===== src/rtl/fsk_rx_pkg.sv =====
package fsk_rx_pkg;

  localparam logic [1:0] ADDR_CMD  = 2'd0;
  localparam logic [1:0] ADDR_STAT = 2'd1;
  localparam logic [1:0] ADDR_DATA = 2'd2;
  localparam logic [1:0] ADDR_MODE = 2'd3;

  localparam int ST_IRQ  = 7;
  localparam int ST_FREE = 6;
  localparam int ST_CRC  = 5;
  localparam int ST_OVF  = 4;

  localparam logic [7:0] MODE_RX      = 8'h01;
  localparam logic [7:0] CMD_SYNC_HDR = 8'hC1;
  localparam logic [7:0] CMD_NEXT_BLK = 8'h02;

  typedef enum logic [1:0] {
    BLK_HDR  = 2'd0,
    BLK_INT  = 2'd1,
    BLK_LAST = 2'd2
  } blk_e;

  typedef enum logic [1:0] {
    ERR_NONE = 2'd0,
    ERR_CRC  = 2'd1,
    ERR_OVF  = 2'd2,
    ERR_BUSY = 2'd3
  } err_e;

endpackage


===== src/rtl/fsk_rx_carrier_timer.sv =====
module fsk_rx_carrier_timer #(
  parameter int LIM = 32
) (
  input  logic clk,
  input  logic rst,
  input  logic en,
  input  logic carrier,
  output logic ready
);
  localparam int CW = (LIM > 2) ? $clog2(LIM) : 1;
  localparam logic [CW-1:0] TOP = CW'(LIM - 1);

  logic [CW-1:0] cnt;

  // counts consecutive carrier-high cycles while enabled
  always_ff @(posedge clk) begin
    if (rst || !en || !carrier) cnt <= '0;
    else if (cnt != TOP) cnt <= cnt + 1'b1;
  end

  assign ready = en && carrier && (cnt == TOP);
endmodule


===== src/rtl/fsk_rx_status_eval.sv =====
module fsk_rx_status_eval import fsk_rx_pkg::*; (
  input  logic [7:0] stat,
  input  logic       post,
  input  blk_e       kind,
  output logic       ok,
  output err_e       code
);
  always_comb begin
    ok   = 1'b1;
    code = ERR_NONE;
    if (!post) begin
      if (!stat[ST_FREE]) begin
        ok   = 1'b0;
        code = ERR_BUSY;
      end
    end else if (stat[ST_OVF]) begin
      ok   = 1'b0;
      code = ERR_OVF;
    end else if (!stat[ST_IRQ] || !stat[ST_FREE]) begin
      ok   = 1'b0;
      code = ERR_BUSY;
    end else if (stat[ST_CRC] && kind != BLK_INT) begin
      ok   = 1'b0;
      code = ERR_CRC;
    end
  end
endmodule


===== src/rtl/fsk_rx_byte_out.sv =====
module fsk_rx_byte_out import fsk_rx_pkg::*; (
  input  logic       clk,
  input  logic       rst,
  input  logic       in_valid,
  input  logic [7:0] in_data,
  input  blk_e       in_kind,
  input  logic       in_end,
  output logic       out_valid,
  output logic [7:0] out_data,
  output logic [1:0] out_kind,
  output logic       out_end
);
  always_ff @(posedge clk) begin
    if (rst) begin
      out_valid <= 1'b0;
      out_data  <= '0;
      out_kind  <= '0;
      out_end   <= 1'b0;
    end else begin
      out_valid <= in_valid;
      out_end   <= in_valid && in_end;
      if (in_valid) begin
        out_data <= in_data;
        out_kind <= in_kind;
      end
    end
  end
endmodule


===== src/rtl/fsk_rx_seq.sv =====
module fsk_rx_seq import fsk_rx_pkg::*; #(
  parameter int SYM_CLKS   = 4,
  parameter int WAIT_SYMS  = 8,
  parameter int NBW        = 8,
  parameter int HDR_BYTES  = 10,
  parameter int INT_BYTES  = 12,
  parameter int LAST_BYTES = 8
) (
  input  logic           clk,
  input  logic           rst,
  input  logic           start,
  input  logic [NBW-1:0] n_inter,
  input  logic           carrier,
  input  logic           irq_n,
  output logic           reg_wr,
  output logic           reg_rd,
  output logic [1:0]     reg_addr,
  output logic [7:0]     reg_wdata,
  input  logic [7:0]     reg_rdata,
  output logic           busy,
  output logic           done,
  output logic           err,
  output logic [1:0]     err_code,
  output logic           byte_valid,
  output logic [7:0]     byte_data,
  output logic [1:0]     byte_kind,
  output logic           byte_end
);
  localparam int WAIT_CLKS = SYM_CLKS * WAIT_SYMS;
  localparam int MAX_HI    = (HDR_BYTES > INT_BYTES) ? HDR_BYTES : INT_BYTES;
  localparam int MAXB      = (MAX_HI > LAST_BYTES) ? MAX_HI : LAST_BYTES;
  localparam int BCW       = (MAXB > 2) ? $clog2(MAXB) : 1;

  typedef enum logic [3:0] {
    S_IDLE, S_MODE, S_CARR, S_PRE_RD, S_PRE_CHK, S_CMD,
    S_IRQ, S_POST_RD, S_POST_CHK, S_DAT_RD, S_DAT_GET
  } st_e;

  st_e            state;
  blk_e           kind;
  logic [NBW-1:0] n_left;
  logic [BCW-1:0] bcnt;
  logic [BCW-1:0] last_idx;
  logic           carr_ready;
  logic           chk_ok;
  err_e           chk_code;

  fsk_rx_carrier_timer #(.LIM(WAIT_CLKS)) timer_i (
    .clk     (clk),
    .rst     (rst),
    .en      (state == S_CARR),
    .carrier (carrier),
    .ready   (carr_ready)
  );

  fsk_rx_status_eval eval_i (
    .stat (reg_rdata),
    .post (state == S_POST_CHK),
    .kind (kind),
    .ok   (chk_ok),
    .code (chk_code)
  );

  always_comb begin
    case (kind)
      BLK_HDR: last_idx = BCW'(HDR_BYTES - 1);
      BLK_INT: last_idx = BCW'(INT_BYTES - 1);
      default: last_idx = BCW'(LAST_BYTES - 1);
    endcase
  end

  always_ff @(posedge clk) begin
    if (rst) begin
      state    <= S_IDLE;
      kind     <= BLK_HDR;
      n_left   <= '0;
      bcnt     <= '0;
      done     <= 1'b0;
      err      <= 1'b0;
      err_code <= ERR_NONE;
    end else begin
      done <= 1'b0;
      case (state)
        S_IDLE: if (start) begin
          err      <= 1'b0;
          err_code <= ERR_NONE;
          n_left   <= n_inter;
          kind     <= BLK_HDR;
          state    <= S_MODE;
        end
        S_MODE:   state <= S_CARR;
        S_CARR:   if (carr_ready) state <= S_PRE_RD;
        S_PRE_RD: state <= S_PRE_CHK;
        S_PRE_CHK: begin
          if (chk_ok) state <= S_CMD;
          else begin
            err      <= 1'b1;
            err_code <= chk_code;
            state    <= S_IDLE;
          end
        end
        S_CMD:     state <= S_IRQ;
        S_IRQ:     if (!irq_n) state <= S_POST_RD;
        S_POST_RD: state <= S_POST_CHK;
        S_POST_CHK: begin
          bcnt <= '0;
          if (chk_ok) state <= S_DAT_RD;
          else begin
            err      <= 1'b1;
            err_code <= chk_code;
            state    <= S_IDLE;
          end
        end
        S_DAT_RD: state <= S_DAT_GET;
        S_DAT_GET: begin
          if (bcnt == last_idx) begin
            if (kind == BLK_LAST) begin
              done  <= 1'b1;
              state <= S_IDLE;
            end else begin
              if (n_left == '0) kind <= BLK_LAST;
              else begin
                kind   <= BLK_INT;
                n_left <= n_left - 1'b1;
              end
              state <= S_PRE_RD;
            end
          end else begin
            bcnt  <= bcnt + 1'b1;
            state <= S_DAT_RD;
          end
        end
        default: state <= S_IDLE;
      endcase
    end
  end

  always_comb begin
    reg_wr    = 1'b0;
    reg_rd    = 1'b0;
    reg_addr  = ADDR_CMD;
    reg_wdata = '0;
    case (state)
      S_MODE: begin
        reg_wr    = 1'b1;
        reg_addr  = ADDR_MODE;
        reg_wdata = MODE_RX;
      end
      S_PRE_RD, S_POST_RD: begin
        reg_rd   = 1'b1;
        reg_addr = ADDR_STAT;
      end
      S_CMD: begin
        reg_wr    = 1'b1;
        reg_addr  = ADDR_CMD;
        reg_wdata = (kind == BLK_HDR) ? CMD_SYNC_HDR : CMD_NEXT_BLK;
      end
      S_DAT_RD: begin
        reg_rd   = 1'b1;
        reg_addr = ADDR_DATA;
      end
      default: ;
    endcase
  end

  assign busy = (state != S_IDLE);

  fsk_rx_byte_out out_i (
    .clk       (clk),
    .rst       (rst),
    .in_valid  (state == S_DAT_GET),
    .in_data   (reg_rdata),
    .in_kind   (kind),
    .in_end    (bcnt == last_idx),
    .out_valid (byte_valid),
    .out_data  (byte_data),
    .out_kind  (byte_kind),
    .out_end   (byte_end)
  );
endmodule


===== config.mk =====
export PLATFORM = sky130hd
export DESIGN_NAME = fsk_rx_seq
export DESIGN_NICKNAME = d
export VERILOG_FILES = /design/src/rtl/fsk_rx_pkg.sv /design/src/rtl/fsk_rx_carrier_timer.sv /design/src/rtl/fsk_rx_status_eval.sv /design/src/rtl/fsk_rx_byte_out.sv /design/src/rtl/fsk_rx_seq.sv
export SDC_FILE = /design/constraint.sdc
export NUM_CORES = 1
export LEC_CHECK = 0
export CAP_MARGIN = 25
export CELL_PAD_IN_SITES_DETAIL_PLACEMENT = 1
export CELL_PAD_IN_SITES_GLOBAL_PLACEMENT = 1
export CORE_UTILIZATION = 36
export CTS_CLUSTER_DIAMETER = 60
export CTS_CLUSTER_SIZE = 30
export DETAILED_ROUTE_END_ITERATION = 8
export GPL_TIMING_DRIVEN = 1
export PLACE_DENSITY = 0.82
export SLEW_MARGIN = 5
export SYNTH_ARGS = -nofsm -noshare
export SYNTH_HDL_FRONTEND = slang
export SYNTH_SLANG_ARGS = --single-unit

===== constraint.sdc =====
create_clock -name clk -period 2.3 [get_ports clk]
set_clock_uncertainty 0.15 [all_clocks]
set_input_delay 0.23 -clock clk [delete_from_list [all_inputs] [get_ports clk]]
set_output_delay 0.23 -clock clk [all_outputs]
set_load 0.1 [all_outputs]

# [After elaboration in Yosys (flattened, before gate mapping)]
# Cells that the tools add are included.
# W data, S select, Z words.
[totals] ff_bits=39 wordCells=111
[classes] addsub=3 eq_ne=24 muxes=42 bitwise_logic=2 reduce_logical=28
[ops] operator="$pmux W4 S11" count=1
[ops] operator="$mux W8" count=5
[ops] operator="$pmux W8 S2" count=2
[ops] operator="$mux W4" count=6
[ops] operator="$mux W2" count=10
[ops] operator="$eq A4 B3 Y1 const B" count=4
[ops] operator="$ne A2 B2 Y1 const B" count=8
[ops] operator="$pmux W4 S2" count=2
[ops] operator="$eq A4 B4 Y1 const B" count=3
[ops] operator="$mux W1" count=11
[ops] operator="$eq A4 B2 Y1 const B" count=2
[ops] operator="$logic_not A8 Y1" count=1
[ops] operator="$pmux W2 S2" count=2
[ops] operator="$sub A8 B1 Y8 const B" count=1
[ops] operator="$pmux W2 S3" count=1
[ops] operator="$reduce_and A3 Y1" count=2
[ops] operator="$reduce_bool A2 Y1" count=3
[ops] operator="$reduce_or A2 Y1" count=3
[ops] operator="$reduce_or A3 Y1" count=2
[ops] operator="$add A5 B1 Y5 const B" count=1
[ops] operator="$eq A5 B5 Y1 const B" count=1
[ops] operator="$ne A5 B5 Y1 const B" count=1
[ops] operator="$reduce_and A5 Y1" count=1
[ops] operator="$add A4 B1 Y4 const B" count=1
[ops] operator="other kinds (16)" count=25

# [Depth between registers and ports, before layout]
# Gate-level depths: netlist of run 1.
[depth] word_depth=8 depth_mapped=8 mapped_depth_nobuf=7

# [Hierarchy]
# Synthesis of run 1 repeated with hierarchy kept, for this count alone.
[hier_totals] cells_unflattened=263 area_unflattened_um2=2270.9
[modules_own_cells] module="fsk_rx_seq" instances=1 cells_each=194 area_each_um2=1542.7 seq_area_each_um2=440.4
[modules_own_cells] module="fsk_rx_byte_out" instances=1 cells_each=36 area_each_um2=405.4 seq_area_each_um2=240.2
[modules_own_cells] module="fsk_rx_carrier_timer" instances=1 cells_each=23 area_each_um2=254.0 seq_area_each_um2=100.1
[modules_own_cells] module="fsk_rx_status_eval" instances=1 cells_each=10 area_each_um2=68.8 seq_area_each_um2=0.0

# [Least setup slack after synthesis of run 1]
# Ideal clock, no wire load.
[synth_timing] path_kind="register to output" from="reg state[1]" to="out reg_wdata[7]" t_arrival_ns=4.626 required_time_ns=1.920 setup_slack_ns=-2.706 path_stages_with_launch=6 path_buffers=2 path_cell_list="dfxtp_1 > clkbuf_1 > inv_1 > nand2b_1 > nor4b_1 > buf_4"
[synth_between] elab_chain_len=2 elab_cells_between_ends=3 classes_between="eq/ne: 2; mux: 1"
[synth_rtl] element="from (decl)" line_no="fsk_rx_seq.sv:39" text="st_e state;"
[synth_rtl] element="from (signal assigned)" line_no="fsk_rx_seq.sv:74" text="state <= S_IDLE;"
[synth_rtl] element="from (signal assigned)" line_no="fsk_rx_seq.sv:89" text="state <= S_MODE;"
[synth_rtl] element="from (signal assigned)" line_no="fsk_rx_seq.sv:91" text="S_MODE: state <= S_CARR;"
[synth_rtl] element="$eq A4 B3 Y1 or $eq A4 B1 Y1 (tied branches)" line_no="fsk_rx_seq.sv:143" text="case (state)"
[synth_rtl] element="$pmux W8 S2 *" line_no="fsk_rx_seq.sv:143"
[synth_rtl] element="to (decl)" line_no="fsk_rx_seq.sv:18" text="output logic [7:0] reg_wdata,"
# Mark *: on every way between the ends. The rest lies on a longest branch, timed or not.

# [Final worst setup path of run 1]
[layout_timing] from="reg state[0]" to="out reg_wdata[7]"
# The elaborated chain is that of the path after synthesis.

==> results.md, run 1 <==
- Arr. time, crit path: 1.75 ns
- Power per cell area: about 650 mW/mm²
- Root buffer cell: clkbuf_8
- Main synth FF type: dfxtp_1
- Fillers: 683
- Final period utilization: 92.5%
- Htree depth: 2
- Yosys top cell area share: a little under two fifths
- Least-Margin Pin Slew: 0.520 ns
- Critical path peak fanout: 10
- Synth Warn #: 0
- RSZ-0062 raised after global routing: false
- Async SR Flop Fraction: 0%
- Vias: 2015
- Initial DRC Count: 103
- Area leader, netlist: dfxtp_1
- # Max-Cap Violations: 0
- DPL Wire Length: between 4 and 5 mm
- Post-detailed-route DRC marker count: 0
- Setup Viol. Count Final: 0
- Min-Delay Path Class: register to register
- Seq/Total Area, Yosys: 37.1%
- Post-synth EDFFs: 0
- Worst hold slack: 0.309 ns
- Worst-path clk slew: 0.08 ns
- Syn-to-layout area delta: 35.2%
- Leak: 1.09 nW
- Die area: a little over 0.006 mm²
- Initial antenna violation count: 0
- Tmin final: 2.13 ns
- Core Area: 0.00557 mm²
- Width of the die: 78.5 µm
- 1st-pass router iterations: 4
- CTS max path bufs: 2
- Die Ht: 78.5 µm
- All-Layer GR Usage: 19.9%
- First-pass GRT wire length: about 9.6 mm
- Syn Std Cell Area: ~0.0021 mm²
- Post-Syn Instances: 266
- Max-slew violations: 0
- Peak VDD IR: between 0.2 and 0.25 mV
- Non-Filler Instances: 385
- Placed Instances: 376
- Syn_area_per_cell: 7.92 µm²
- Crit start category: register
- CP endpoint kind: output pin
- Placer Congestion: 0.849
- Io pins: 50
- Layout cells sized above 1: 17.9%
- Number of clock sinks: 39
- Final wirelength: approximately 5.7 mm
- Clk Latency, worst-skew pair: 0.29 ns
- Ant. Diodes: 0
- # rows: 27
- Port buffer count: 45
- Crit path required time: roughly 1.9 ns
- Fin area: 0.00285 mm²
- Drt wl/cell: between 10 and 15 µm
- Grt total ovfl: 0
- Seq cells post-synth: 39
- Via count of the first global-routing pass: between 2000 and 2500
- Post-route antenna net violation count: 0
- Status: finished, final reports clean
- Fin nets: 338
- TritonCTS clock tree: done
- Post-synth cell types: 54
- Critical Setup Path Class: register to output pin
- Max Clk Rate: ~470 MHz
- Largest cells by area after synthesis: dfxtp_1 37%, a21oi_1 7.8%, nand2_1 6.2%
- CTS buffer count: 5
- Setup TNS: 0 ns
- Vias per cell: 5.23
- Final Hold Viols: 0
- Worst slew margin: between 60% and 70%
- Area post-placement: 0.00270 mm²
- Initial Util: 37.8%
- Largest net degree at the start of global routing: 20
## kinds of logic after synthesis
| family | share of synthesized area (%) |
|---|---|
| and+or+nand+nor | 28.5 |
| AOI/OAI and AO/OA | 21.3 |
| adders and majority gates | 2.97 |
| other | 0.178 |
| DFF | 37.1 |
| muxes | 1.43 |
| xor gates and xnor gates | 2.49 |
| buffers and inverters | 6.12 |
## metal layers
metal / track usage (%) / share of wire [%] / wire length, µm / vias up
met5: 0 / 0 / 0 / -
met4: 6.11 / 1.1 / 63 / 0
met3: 4.88 / 4.5 / 254 / 5
met2: 34.0 / 47 / 2710 / 49
met1: 24.4 / 47 / 2680 / 947
li1: - / - / - / 1014
## cells in the mapped netlist (2+ instances only)
cell type   n
nand4b_1    2
nor2_1     28
nand2_1    35
nand2b_1   10
dfxtp_1    39
mux2i_1     3
inv_1       6
o21ai_1     5
o211ai_1    2
nand4_1     2
nor2b_1     4
and2_1      5
a21oi_1    33
xor2_1      4
buf_4       6
a22oi_1     2
o32ai_1     3
xnor2_1     2
or3_1       4
o21a_1      2
nor4b_1     2
nand3_1     4
clkbuf_1   10
nor3_1      7
o21ai_0     9
and3_1      2
ha_1        5
buf_2       4
## metrics by stage
| step | power (mW) | utilization [%] | setup slack [ns] |
|---|---|---|---|
| floorplan | 1.03 | - | -0.438 |
| global placement | 1.17 | 48.5 | 0.305 |
| detailed placement | 1.18 | 48.5 | 0.205 |
| CTS | 1.87 | 50.9 | 0.0107 |
| global route | 1.93 | 51.1 | 0.0345 |
| finish | 1.85 | 51.1 | 0.172 |
## critical path, stage by stage, from the launching register on
cell      delay [ns]
dfxtp_4         0.41
buf_4           0.17
nand2b_1        0.09
nand2b_1        0.22
nor4b_4         0.22
buf_4           0.18
buf_12          0.17
## power by group
| part | internal (mW) | leakage, nW | total [mW] | switching [mW] |
|---|---|---|---|---|
| sequential | 0.697 | 0.317 | 0.728 | 0.0317 |
| combinational | 0.162 | 0.709 | 0.441 | 0.279 |
| clock | 0.434 | 0.0654 | 0.677 | 0.243 |
## repair_timing
action / CTS / global route
pin swaps: 0 / 1
resized for setup: 1 / 2
hold buffers: 0 / 0
setup buffers: 0 / 1
endpoints found under the setup margin: 2 / 3
## final timing paths
kind | start | end | slack [ns] | cells after the start
max | state[0]$_SDFFE_PP0P_ | reg_wdata[7] | 0.17 | 6
min | out_i.out_data[6]$_SDFFE_PP0P_ | out_i.out_data[6]$_SDFFE_PP0P_ | 0.31 | 2
max reg2reg | kind[1]$_SDFFE_PP0P_ | n_left[0]$_SDFFE_PP0P_ | 0.22 | 5
min reg2reg | out_i.out_data[6]$_SDFFE_PP0P_ | out_i.out_data[6]$_SDFFE_PP0P_ | 0.31 | 2
## cell type report
class | instances | area, µm² | share of cell area, %
tap | 72 | 90.1 | 3.16
sequential | 39 | 786 | 27.6
clock buffer | 6 | 72.6 | 2.55
multi-input combinational | 203 | 1230 | 43.1
clock inverter | 2 | 60.1 | 2.11
inverter | 6 | 22.5 | 0.791
timing repair buffer | 57 | 591 | 20.7
## state kept, by name, summed over array words and instances, names as in the netlist
name and flops:
out_i.out_end 1, err_code 2, kind 2, out_i.out_valid 1, out_i.out_data 8, out_i.out_kind 2
timer_i.cnt 5, err 1, n_left 8, state 4, bcnt 4, done 1
## layout by cell type, fill, tap and decap left out, drive strengths merged, types with 6 or more instances in the layout
cell type,instances
dfxtp,39
buf,37
nand2,35
a21oi,33
nor2,28
clkdlybuf4s50,20
o21ai,14
nand2b,10
nor3,7
inv,6
clkbuf,6
Note: power is estimated with default switching activity, not from simulation.
==> inputs of run 2 (changes only) <==
--- a/config.mk
+++ b/config.mk
@@ -8,6 +8,7 @@
 export CAP_MARGIN = 25
 export CELL_PAD_IN_SITES_DETAIL_PLACEMENT = 1
 export CELL_PAD_IN_SITES_GLOBAL_PLACEMENT = 1
+export CORE_ASPECT_RATIO = 1.1
 export CORE_UTILIZATION = 36
 export CTS_CLUSTER_DIAMETER = 60
 export CTS_CLUSTER_SIZE = 30
==> results.md, run 2 (synthesis gave the netlist of run 1 again) <==
- Status: finished, final reports clean
- Met2 routed WL: 3.04 mm
- Least-Margin Pin Slew: around 0.7 ns
- Htree depth: 2
- Comb pwr share: 26.6%
- DPL Wire Length: 4.40 mm
- Die area: 0.00616 mm²
- Width of the die: 74.9 µm
- TritonCTS clock tree: done
- Drt wl/cell: 14.4 µm
- Core Area: 0.00550 mm²
- Via count of the first global-routing pass: 2009
- CTS buffer count: 5
- Critical Path Start: state[0]$_SDFFE_PP0P_
- P_sw: between 0.5 and 0.6 mW
- Critical Setup Path Class: register to output pin
- Final Hold Viols: 0
- Vias per cell: 5.23
- Flop2flop setup slack: 0.19 ns
- Layout cells sized above 1: between 10% and 20%
- Peak VDD IR: 0.289 mV
- Int Pwr: 1.14 mW
- # Max-Cap Violations: 0
- Worst hold slack: around 0.3 ns
- Die Ht: 82.2 µm
- CTS max path bufs: 2
- Port buffer count: 45
- Net Sw Frac: 32.4%
- Tmin final: between 2 and 2.5 ns
- Most frequent cells in the layout: 38 x dfxtp_1, 35 x nand2_1, 33 x a21oi_1
- Crit start category: register
- Io pins: 50
- DP Worst Slack: between 0.15 and 0.2 ns
- Clock power share: 30.3%
- Initial DRC Count: 59
- Seq pwr share: 43.1%
- Worst slew margin: between 50% and 60%
- All-Layer GR Usage: 19.2%
- Cells on worst reg2reg path: 6
- Final period utilization: about 94%
- Arr. time, crit path: 1.78 ns
- # rows: 28
- Met3 WL: 118 µm
- Critical path peak fanout: 10
- Worst path cell trace: buf_4 -> nand2b_1 -> nand2b_1 -> nor4b_4 -> buf_4 -> buf_12
- Initial Util: 38.3%
- Setup Viol. Count Final: 0
- Root buffer cell: clkbuf_8
- Post-detailed-route DRC marker count: 0
- Number of clock sinks: 39
- WHS Path Cells: 2
- Crit path required time: roughly 1.9 ns
- Worst flop-to-flop path startpoint: state[3]$_SDFFE_PP0P_
- Fin nets: 341
- Biggest regs: n_left: 8 flops, out_i.out_data: 8 flops, timer_i.cnt: 5 flops
- PnR worst setup slack: 0.139 ns
- Clk Latency, worst-skew pair: 0.29 ns
- Syn-to-layout area delta: 35.3%
- Max-slew violations: 0
- First-pass GRT wire length: between 9 and 10 mm
- DR top layer: met4
- Final wirelength: 5.61 mm
- Grt total ovfl: 0
- Crit path max-delay cell type: dfxtp_2
- Ant. Diodes: 0
- Leak: 1.09 nW
- Post-route antenna net violation count: 0
- Initial antenna violation count: 0
- 1st-pass router iterations: 4
- Placer Congestion: 0.770
- Hold Startpoint: out_i.out_data[6]$_SDFFE_PP0P_
- Commonest non-fill, non-tap cell in the layout: dfxtp_1
- Min-Delay Path Class: register to register
- Power per cell area: about 590 mW/mm²
- Max Clk Rate: 463 MHz
- Worst-path clk slew: 0.07 ns
- Largest net degree at the start of global routing: 19
- Worst path max stage delay: 0.44 ns
- CP endpoint kind: output pin
- M1 WL: ~2.4 mm
- Vias: around 2000
run 2: cell count changes in the layout (fill, tap and decap cells not counted), sizes merged:
cell and change:
buf +3, bufinv -2, clkbuf +2
run 2: critical path: cells and delay by family, from the launching register on:
| family | cells | cell delay (ns) |
|---|---|---|
| simple gates | 3 | 0.52 |
| buf+inv | 3 | 0.54 |
| flops | 1 | 0.44 |
run 2: final timing paths:
check	to
max	reg_wdata[7]
min	out_i.out_data[6]$_SDFFE_PP0P_
max reg2reg	err_code[1]$_SDFFE_PP0P_
min reg2reg	out_i.out_data[6]$_SDFFE_PP0P_
run 2: final cells by class:
cell class	instances	area, µm²
multi-input combinational	203	1240
timing repair buffer	60	613
sequential	39	782
fill	678	2650
clock buffer	8	100
inverter	6	22.5
tap	75	93.8
run 2: what timing repair did:
action | CTS | global route
buffers inserted | 0 | 1
hold buffers | 0 | 0
pin swaps | 0 | 1
endpoints found under the setup margin | 2 | 4
gates resized for setup | 1 | 1
run 2: metrics by stage:
step	std cells	util [%]	instance area (µm²)	setup TNS, ns	power (mW)
6_report	391	51.8	2850	0	1.68
2_1_floorplan	269	-	2140	-1.11	1.03
4_1_cts	390	51.5	2830	0	1.69
5_1_grt	391	51.8	2850	-0.00748	1.75
3_5_place_dp	382	49.6	2730	0	1.19
3_3_place_gp	382	49.6	2730	0	1.18
run 2: power by group through the flow:
stage               registers (mW)  logic [mW]  clock network [mW]
finish                       0.726       0.447               0.510
global route                 0.730       0.475               0.547
CTS                          0.725       0.448               0.517
detailed placement           0.740       0.447                   0
global placement             0.739       0.438                   0
floorplan                    0.741       0.291                   0
run 2: metal layers:
metal | GRT usage, % | vias to the layer above
met2 | 36.2 | 25
met1 | 21.9 | 991
met5 | 0 | -
met4 | 6.04 | 0
met3 | 2.79 | 7
li1 | - | 1022
==> inputs of run 3 (changes only) <==
==> constraint.sdc (replaced) <==
create_clock -name clk -period 2.3 [get_ports clk]
set_clock_uncertainty 0.15 [all_clocks]
set_input_delay 0.23 -clock clk [delete_from_list [all_inputs] [get_ports clk]]
set_output_delay 0.23 -clock clk [all_outputs]
set_load 0.05 [all_outputs]
==> results.md, run 3 (synthesis gave the netlist of run 1 again) <==
- Leak: between 1 and 1.5 nW
- Area post-placement: 0.00270 mm²
- Total power: 1.53 mW
- CP Buf/Inv Count: 2
- Placed Instances: 381
- Final core utilization: 50.7%
- Via count of the first global-routing pass: 1983
- Ant. Diodes: 0
- Die Ht: between 80 and 90 µm
- Least-Margin Pin Slew: just over 0.5 ns
- Clock power share: 30.7%
- Flop2flop setup slack: roughly 0.24 ns
- Int Pwr: around 1.0 mW
- CP endpoint kind: output pin
- Worst-path clk slew: 0.08 ns
- Setup Viol. Count Final: 0
- Peak VDD IR: 0.327 mV
- # Post-CTS Setup Buffers: 0
- TritonCTS clock tree: done
- Cell mode on critical path: nand2b_1
- Final wirelength: 5.60 mm
- Tmin final: 2.14 ns
- Initial DRC Count: 79
- Vias per cell: 5.23
- # Max-Cap Violations: 0
- Vias: about 2000
- Placer Congestion: 0.905
- WHS Path Cells: 2
- Number of clock sinks: 39
- Crit path max-delay cell type: dfxtp_2
- R2R Path End: n_left[0]$_SDFFE_PP0P_
- Core Area: 0.00550 mm²
- Comb pwr share: 21.9%
- Layout cells sized above 1: 12.1%
- DP Worst Slack: about 0.22 ns
- Syn-to-layout area delta: 32.3%
- Worst hold slack: between 0.3 and 0.4 ns
- Drt wl/cell: roughly 14 µm
- Worst path cell trace: buf_4 -> nand2b_1 -> nand2b_1 -> nor4b_4 -> buf_12
- Post-route antenna net violation count: 0
- CP endpoint: reg_wdata[7]
- Delay-heaviest family, CP: simple AND/OR/NAND/NOR gates
- Critical Path Start: state[0]$_SDFFE_PP0P_
- Setup TNS: 0 ns
- Initial Util: a little under two fifths
- Critical Setup Path Class: register to output pin
- Worst slew margin: 65.9%
- Post-detailed-route DRC marker count: 0
- Worst flop-to-flop path startpoint: state[1]$_SDFFE_PP0P_
- Min-Delay Path Class: register to register
- Biggest regs: n_left: 8 flops, out_i.out_data: 8 flops, timer_i.cnt: 5 flops
- Status: finished, final reports clean
- Cells on worst reg2reg path: 5
- Clk Latency, worst-skew pair: 0.30 ns
- Worst path max stage delay: 0.44 ns
- Power per cell area: 550 mW/mm²
- Post-CTS Hold Buffers: 0
- Fin area: 0.00279 mm²
- Non-Filler Instances: 389
- Final period utilization: 92.9%
- Io pins: 50
- Die area: 0.00616 mm²
- CTS max path bufs: 2
- Final Hold Viols: 0
- Number of cells on the critical path: 5
- Root buffer cell: clkbuf_8
- # rows: 28
- Port buffer count: 45
- Commonest non-fill, non-tap cell in the layout: dfxtp_1
- Htree depth: 2
- Max-slew violations: 0
- Fin nets: 339
- Largest net degree at the start of global routing: 30
- PnR worst setup slack: 0.163 ns
- Net Sw Frac: 32.0%
- Arr. time, crit path: around 1.8 ns
- Max Clk Rate: 468 MHz
- CTS buffer count: 5
- Seq pwr share: 47.4%
- All-Layer GR Usage: about 20%
- RSZ-0062 raised after global routing: false
- Critical path peak fanout: 11
- Most frequent cells in the layout: 38 x dfxtp_1, 36 x clkdlybuf4s50_1, 35 x nand2_1
- 1st-pass router iterations: 5
- Crit start category: register
- DPL Wire Length: 4.21 mm
- Initial antenna violation count: 0
- Grt total ovfl: 0
- Width of the die: 74.9 µm
- P_sw: 0.490 mW
- Crit path required time: around 1.9 ns
- First-pass GRT wire length: 9.32 mm
run 3: power by group through the flow:
stage	sequential [mW]	clock [mW]	combinational [mW]
after floorplan	0.735	0	0.224
after global placement	0.740	0	0.332
after detailed placement	0.741	0	0.339
after CTS	0.726	0.477	0.338
after global routing	0.732	0.504	0.364
final	0.726	0.470	0.336
run 3: cell type report:
| type | count | area (µm²) |
|---|---|---|
| clock buffer | 5 | 68.8 |
| clock inverter | 3 | 20.0 |
| fill | 695 | 2710 |
| inverter | 6 | 22.5 |
| multi-input combinational | 203 | 1220 |
| sequential | 39 | 782 |
| tap | 75 | 93.8 |
| timing repair buffer | 58 | 577 |
run 3: worst min path at each step:
| stage | from | endpoint | slack (ns) |
|---|---|---|---|
| CTS | out_i.out_data[6]$_SDFFE_PP0P_ | out_i.out_data[6]$_SDFFE_PP0P_ | 0.31 |
| global placement | out_i.out_kind[0]$_SDFFE_PP0P_ | out_i.out_kind[0]$_SDFFE_PP0P_ | 0.29 |
| finish | out_i.out_data[6]$_SDFFE_PP0P_ | out_i.out_data[6]$_SDFFE_PP0P_ | 0.31 |
| global route | out_i.out_kind[1]$_SDFFE_PP0P_ | out_i.out_kind[1]$_SDFFE_PP0P_ | 0.33 |
| detailed placement | out_i.out_data[6]$_SDFFE_PP0P_ | out_i.out_data[6]$_SDFFE_PP0P_ | 0.30 |
| floorplan | reg_rdata[0] | out_i.out_data[0]$_SDFFE_PP0P_ | 0.22 |
run 3: worst register-to-register path: cells and delay by family (launching register included):
family	cells	cell delay [ns]
simple gates	2	0.87
compound gates	3	0.56
flops	1	0.42
run 3: timing repair:
action | 4_1_cts | 5_1_grt
resized for setup | 2 | 0
pin swaps | 0 | 1
setup endpoints to repair | 3 | 2
run 3: per-layer routing:
metal	wire length (µm)	track usage, %
met2	2850	34.7
met4	98	6.42
met5	0	0
met1	2460	24.7
met3	194	3.76
